<file path="config.mk">
export PLATFORM = sky130hd
export DESIGN_NAME = pwm_reload_timer
export DESIGN_NICKNAME = d
export VERILOG_FILES = /design/src/rtl/pwm_timer_pkg.sv /design/src/rtl/pwm_cfg_shadow.sv /design/src/rtl/pwm_down_counter.sv /design/src/rtl/pwm_out_stage.sv /design/src/rtl/pwm_reload_timer.sv
export SDC_FILE = /design/constraint.sdc
export NUM_CORES = 1
export LEC_CHECK = 0
export BUFFER_PORTS_ARGS = -buffer_cell sky130_fd_sc_hd__buf_2
export CAP_MARGIN = 20
export CELL_PAD_IN_SITES_DETAIL_PLACEMENT = 1
export CELL_PAD_IN_SITES_GLOBAL_PLACEMENT = 1
export CORE_AREA = 2 2 93 95
export DETAILED_ROUTE_END_ITERATION = 16
export DIE_AREA = 0 0 95 97
export PLACE_DENSITY_LB_ADDON = 0.25
export SLEW_MARGIN = 20
export SYNTH_ARGS = -nofsm -noshare
export SYNTH_HDL_FRONTEND = slang
export SYNTH_SLANG_ARGS = --single-unit
</file>
<file path="constraint.sdc">
create_clock -name clk -period 5.6 [get_ports clk]
set_input_delay 0.84 -clock clk [delete_from_list [all_inputs] [get_ports clk]]
set_output_delay 0.84 -clock clk [all_outputs]
set_load 0.01 [all_outputs]
</file>
<file path="src/rtl/pwm_timer_pkg.sv">
package pwm_timer_pkg;

  // Level class of the raw output for one period, fixed at capture time
  typedef enum logic [1:0] {
    DUTY_TOGGLE  = 2'd0,
    DUTY_ALL_ON  = 2'd1,
    DUTY_ALL_OFF = 2'd2
  } duty_mode_e;

endpackage

</file>
<file path="src/rtl/pwm_cfg_shadow.sv">
module pwm_cfg_shadow
  import pwm_timer_pkg::*;
#(
  parameter int CNT_W = 24
) (
  input  logic             clk,
  input  logic             rst_n,
  input  logic             load,
  input  logic [CNT_W-1:0] start_in,
  input  logic [CNT_W-1:0] match_in,
  output logic [CNT_W-1:0] match_q,
  output duty_mode_e       mode_q
);

  localparam logic [CNT_W-1:0] ZERO = '0;

  duty_mode_e mode_d;

  // Classify the pair once per period so the per-cycle compare stays short
  always_comb begin
    if (match_in == ZERO)          mode_d = DUTY_ALL_ON;
    else if (match_in >= start_in) mode_d = DUTY_ALL_OFF;
    else                           mode_d = DUTY_TOGGLE;
  end

  always_ff @(posedge clk or negedge rst_n) begin
    if (!rst_n) begin
      match_q <= ZERO;
      mode_q  <= DUTY_ALL_ON;
    end else if (load) begin
      match_q <= match_in;
      mode_q  <= mode_d;
    end
  end

endmodule

</file>
<file path="src/rtl/pwm_down_counter.sv">
module pwm_down_counter #(
  parameter int CNT_W = 24
) (
  input  logic             clk,
  input  logic             rst_n,
  input  logic             enable,
  input  logic [CNT_W-1:0] start_in,
  output logic [CNT_W-1:0] count,
  output logic             reload
);

  localparam logic [CNT_W-1:0] ZERO = '0;
  localparam logic [CNT_W-1:0] ONE  = {{(CNT_W-1){1'b0}}, 1'b1};

  // Reload when stopped or after the one cycle spent at zero
  assign reload = !enable || (count == ZERO);

  always_ff @(posedge clk or negedge rst_n) begin
    if (!rst_n)      count <= ZERO;
    else if (reload) count <= start_in;
    else             count <= count - ONE;
  end

endmodule

</file>
<file path="src/rtl/pwm_out_stage.sv">
module pwm_out_stage
  import pwm_timer_pkg::*;
#(
  parameter int CNT_W = 24
) (
  input  logic             clk,
  input  logic             rst_n,
  input  logic             enable,
  input  logic             invert,
  input  logic [CNT_W-1:0] count,
  input  logic [CNT_W-1:0] match_q,
  input  duty_mode_e       mode_q,
  output logic             pwm_out
);

  logic raw_active;

  // Active from the start value down to match+1, inactive from match to zero
  always_comb begin
    unique case (mode_q)
      DUTY_ALL_ON:  raw_active = 1'b1;
      DUTY_ALL_OFF: raw_active = 1'b0;
      default:      raw_active = (count > match_q);
    endcase
  end

  always_ff @(posedge clk or negedge rst_n) begin
    if (!rst_n)      pwm_out <= 1'b0;
    else if (enable) pwm_out <= raw_active ^ invert;
    else             pwm_out <= invert;
  end

endmodule

</file>
<file path="src/rtl/pwm_reload_timer.sv">
module pwm_reload_timer
  import pwm_timer_pkg::*;
#(
  parameter int CNT_W = 24
) (
  input  logic             clk,
  input  logic             rst_n,
  input  logic             enable,
  input  logic             invert,
  input  logic [CNT_W-1:0] start_val,
  input  logic [CNT_W-1:0] match_val,
  output logic [CNT_W-1:0] count,
  output logic             pwm_out
);

  logic             reload;
  logic [CNT_W-1:0] match_q;
  duty_mode_e       mode_q;

  pwm_down_counter #(.CNT_W(CNT_W)) u_counter (
    .clk      (clk),
    .rst_n    (rst_n),
    .enable   (enable),
    .start_in (start_val),
    .count    (count),
    .reload   (reload)
  );

  pwm_cfg_shadow #(.CNT_W(CNT_W)) u_shadow (
    .clk      (clk),
    .rst_n    (rst_n),
    .load     (reload),
    .start_in (start_val),
    .match_in (match_val),
    .match_q  (match_q),
    .mode_q   (mode_q)
  );

  pwm_out_stage #(.CNT_W(CNT_W)) u_out (
    .clk     (clk),
    .rst_n   (rst_n),
    .enable  (enable),
    .invert  (invert),
    .count   (count),
    .match_q (match_q),
    .mode_q  (mode_q),
    .pwm_out (pwm_out)
  );

endmodule

</file>
# After elaboration in Yosys (flattened, before gate mapping)
# Index checks and enable logic that the tools add are counted.
# W data, S select, Z words.
# op_classes
order_cmp,2
reduce_logical,4
eq_ne,2
muxes,5
addsub,1
n_bitwise,1
# op_table
cell,count
$logic_not A24 Y1,2
$ge A24 B24 Y1,1
$gt A24 B24 Y1,1
$mux W24,1
$sub A24 B1 Y24 const B,1
$mux W2,2
$eq A2 B1 Y1 const B,1
$eq A2 B2 Y1 const B,1
$pmux W1 S2,1
$logic_not A1 Y1,1
$logic_or A1 B1 Y1,1
$mux W1,1
$xor A1 B1 Y1,1
# totals
in_bits,52
elab_cells,19
reg_bits,51

# Longest topological paths before layout
# depth
depth_word,4
depth_mapped,9
depth_no_buf,8

# Hierarchy
# A second synthesis with hierarchy kept.
# unflattened
hier_cells,390
area_unflattened_um2,3737.3
# by_module_without_submodules
mod,cells_per_inst,area_per_inst_um2,instances
pwm_cfg_shadow,148,1626.6,1
pwm_down_counter,148,1408.9,1
pwm_out_stage,94,701.9,1

# Worst setup path after synthesis
# No wires, ideal clock.
# synth_path
path_kind,register to register
from,register u_counter.count[12]
to,register u_shadow.match_q[0]
arrival_ns,2.279
required_time_ns,5.475
path_stages_with_launch,6
slack_ns,3.196
setup_time_ns,0.125
period_less_slack_ns,2.404
cell_sequence,dfrtp_1 or4_1 or3_1 o41ai_4 buf_4 mux2_2
# synth_via
elab_chain_len,2
# synth_lines
element,line,rtl
from (decl),pwm_down_counter.sv:8,"output logic [CNT_W-1:0] count,"
from (signal assigned),pwm_down_counter.sv:20,else if (reload) count <= start_in;
from (signal assigned),pwm_down_counter.sv:21,else count <= count - ONE;
$logic_not A24 Y1,pwm_down_counter.sv:16,assign reload = !enable || (count == ZERO);
$logic_or A1 B1 Y1,pwm_down_counter.sv:16,
to (signal assigned),pwm_cfg_shadow.sv:31,match_q <= match_in;
to (decl),pwm_cfg_shadow.sv:11,"output logic [CNT_W-1:0] match_q,"
# Every way passes these cells.
# A chain may end at the register's enable or synchronous reset.

# Final worst setup path
# layout_path
from,register u_counter.count[12]
to,register u_shadow.mode_q[0]
# layout_via
elab_chain_len,2
# layout_lines
element,line,rtl
$logic_not A24 Y1,pwm_down_counter.sv:16,
$logic_or A1 B1 Y1,pwm_down_counter.sv:16,
to (signal assigned),pwm_cfg_shadow.sv:32,mode_q <= mode_d;
to (decl),pwm_cfg_shadow.sv:12,output duty_mode_e mode_q
# Every way passes these cells.

==> out/results.txt <==
status: complete, no violations
Worst R2R Start: u_counter.count[12]
FMAX: 370 MHz
Final Setup Violations: 0
CP cell instances: or4_1 > or3_1 > o41ai_4 > buf_4 > mux2_2
initial antenna violation count: 0
sequential area share after synthesis: 0.364
flops & latches, synth: 51
Setup crit end kind: flop
clock skew: 0.0122 ns
min-delay src: u_shadow.match_q[0]
ys flop type: dfrtp_1
NumNets Final: 583
gpl congestion: 0.850
Max Slew Vio Count: 0
via/cell ratio: 5.33
CP top delay family: simple AND/OR/NAND/NOR gates
ys async rst share: 1.00
setup bufs post-CTS: 0
Vias: 3123
Reg clk slew, reported paths: 0.09 ns
synth unique cells: 39
placeable core area: 8130 um^2
main combinational cell family by area after synthesis: adder cells
Hold Path End: u_shadow.match_q[0]
TritonCTS clock tree: yes
Starting Density: 0.431
fin util: 0.501
Total GRT Usage: 0.224
Synth warnings: 0
Synth Area in Compound Gates: 0.162
R2R setup slack: 2.90 ns
XOR/XNOR share of the synthesized area: 0.0474
Num CTS Buffers: 5
Arr. time, crit path: 2.93 ns
Design Power: 904 uW
CP Launch Type: flop
global-route wire length before repair: 16.2 mm
final setup TNS: 0 ns
Hold Path Depth: 1
Pre-antenna DRT Iters: 4
Maximum Capacitance Violations: 0
I/O pins: 77
Synth Net Count: 507
DP HPWL: 7.93 mm
clk buf depth: 2
Required @ worst endpoint: 5.83 ns
Storage cell area: 1280 um^2
hold crit path type: reg -> reg
Initial DRC Count: 106
EDFF count, synth: 0
R2R Path End: u_shadow.mode_q[0]
PostCTS Resize Cnt: 0
Worst-Skew Late Latency: 0.30 ns
RSZ-0062 raised after global routing: no
multi-input logic area: 1980 um^2
Worst Reg-to-Reg Cells: 5
Die Area: 9220 um^2
Pwr Density: 222 nW/um^2
largest net degree at the start of global routing: 54
ANT cells: 0
Buf+Inv Stages, Crit Path: 1
Max VDD drop: 0.0989 mV
CTS root buf: clkbuf_8
die span in x: 95 um
Buffers on Ports: 76
Worst path slowest cell: or4_1
share of cells above drive strength 1: 0.187
final WL: 9.81 mm
Die Y-Extent: 97 um
vias in the first global route: 3286
total grt overflow: 0
leading area contributor after synthesis: dfrtp_1
Core Rows: 33
average routed wire per standard cell: 16.7 um
Final min period: 2.70 ns
Mapped Avg Cell Area: 8.68 um^2
max_slew headroom: 0.553
adder-cell share of the synthesized area: 0.182
post-synthesis mux area share: 0.00642
Final Hold Viols: 0
antenna viol nets, final: 0
Syn Inst Count: 404
Worst Tran Pin Value: 0.671 ns
FILL cells: 1023
Synth area leaders: dfrtp_1 36%, ha_1 18%, o21ai_0 6.1%
DRC viols: 0
CP max FO: 53
clock sink total: 51
H-tree levels: 2
Max stage delay on crit path: 0.61 ns
hold buffer count at cts: 0
Tcrit/Tclk final: 0.483
Yosys top cell area share: 0.357
crit path kind: reg -> reg
Synth Cell Area: 3510 um^2
Leak Pwr: 2.04 nW
Simple-Gate Fraction of Synth Area: 0.168
Layout area overhead: 16.1%
==> metal layers <==
metal	up-vias	wire length, um	global-route usage
li1	1549	-	-
met1	1495	4390	0.283
met2	66	4830	0.392
met3	13	404	0.0343
met4	0	188	0.0602
met5	-	0	0
==> sequential cells by signal, indices dropped and copies added (netlist names) <==
name / count
u_shadow.match_q: 24
u_counter.count: 24
u_out.pwm_out: 1
u_shadow.mode_q: 2
==> stage by stage <==
step / hold WS [ns] / cell area (um^2) / worst slack (ns) / std cells
2_1_floorplan: 0.485 / 3510 / 3.20 / 404
5_1_grt: 0.583 / 4070 / 2.76 / 586
3_5_place_dp: 0.536 / 3990 / 2.94 / 578
6_report: 0.549 / 4070 / 2.90 / 586
4_1_cts: 0.561 / 4070 / 2.91 / 586
3_3_place_gp: 0.519 / 3990 / 3.03 / 578
==> cell families (layout without fill, tap and decap cells) <==
kind of cell / count (synthesis) / in the layout
xor gates and xnor gates: 19 / 19
muxes: 2 / 2
buffers and inverters: 62 / 139
and+or+nand+nor: 123 / 123
adders and majority gates: 51 / 51
AOI/OAI and AO/OA: 96 / 96
DFF: 51 / 51
==> synth_stat cells, types with 5 or more instances <==
cell type	number
inv_1	52
ha_1	51
dfrtp_1	50
nand2_1	50
o21ai_0	43
a21oi_1	29
nor2_1	26
xor2_1	14
nor4_1	13
nand4_1	9
a21o_1	8
nand3_1	5
xnor2_1	5
==> power breakdown <==
part / internal, mW / switching [mW]
combinational: 0.106 / 0.147
sequential: 0.403 / 0.0364
clock: 0.0893 / 0.122
==> worst max-delay path by stage <==
| stage | from | to | slack (ns) | depth (start not counted) |
|---|---|---|---|---|
| after floorplan | u_counter.count[12] | u_shadow.match_q[0] | 3.20 | 5 |
| after global placement | u_counter.count[7] | u_shadow.mode_q[0] | 3.03 | 6 |
| after detailed placement | u_counter.count[12] | u_shadow.mode_q[0] | 2.94 | 5 |
| after CTS | u_counter.count[12] | u_shadow.mode_q[0] | 2.91 | 5 |
| after global routing | u_counter.count[7] | u_shadow.mode_q[0] | 2.76 | 6 |
| final | u_counter.count[12] | u_shadow.mode_q[0] | 2.90 | 5 |
==> area by class of cell <==
type | count | area share
Clock buffer | 8 | 0.0197
Multi-Input combinational cell | 291 | 0.487
Sequential cell | 51 | 0.314
Tap cell | 105 | 0.0323
Inverter | 52 | 0.0479
Timing Repair Buffer | 79 | 0.0990
==> layout by cell type (no fill, tap or decap), drive strengths merged, types with 4 or more instances in the layout <==
cell    instances
a21o            8
a21oi          29
buf            79
clkbuf          8
dfrtp          50
ha             51
inv            52
nand2          50
nand2b          4
nand3           5
nand4           9
nor2           26
nor4           14
o21ai          43
xnor2           5
xor2           14
Power figures use the tool's default switching activity.
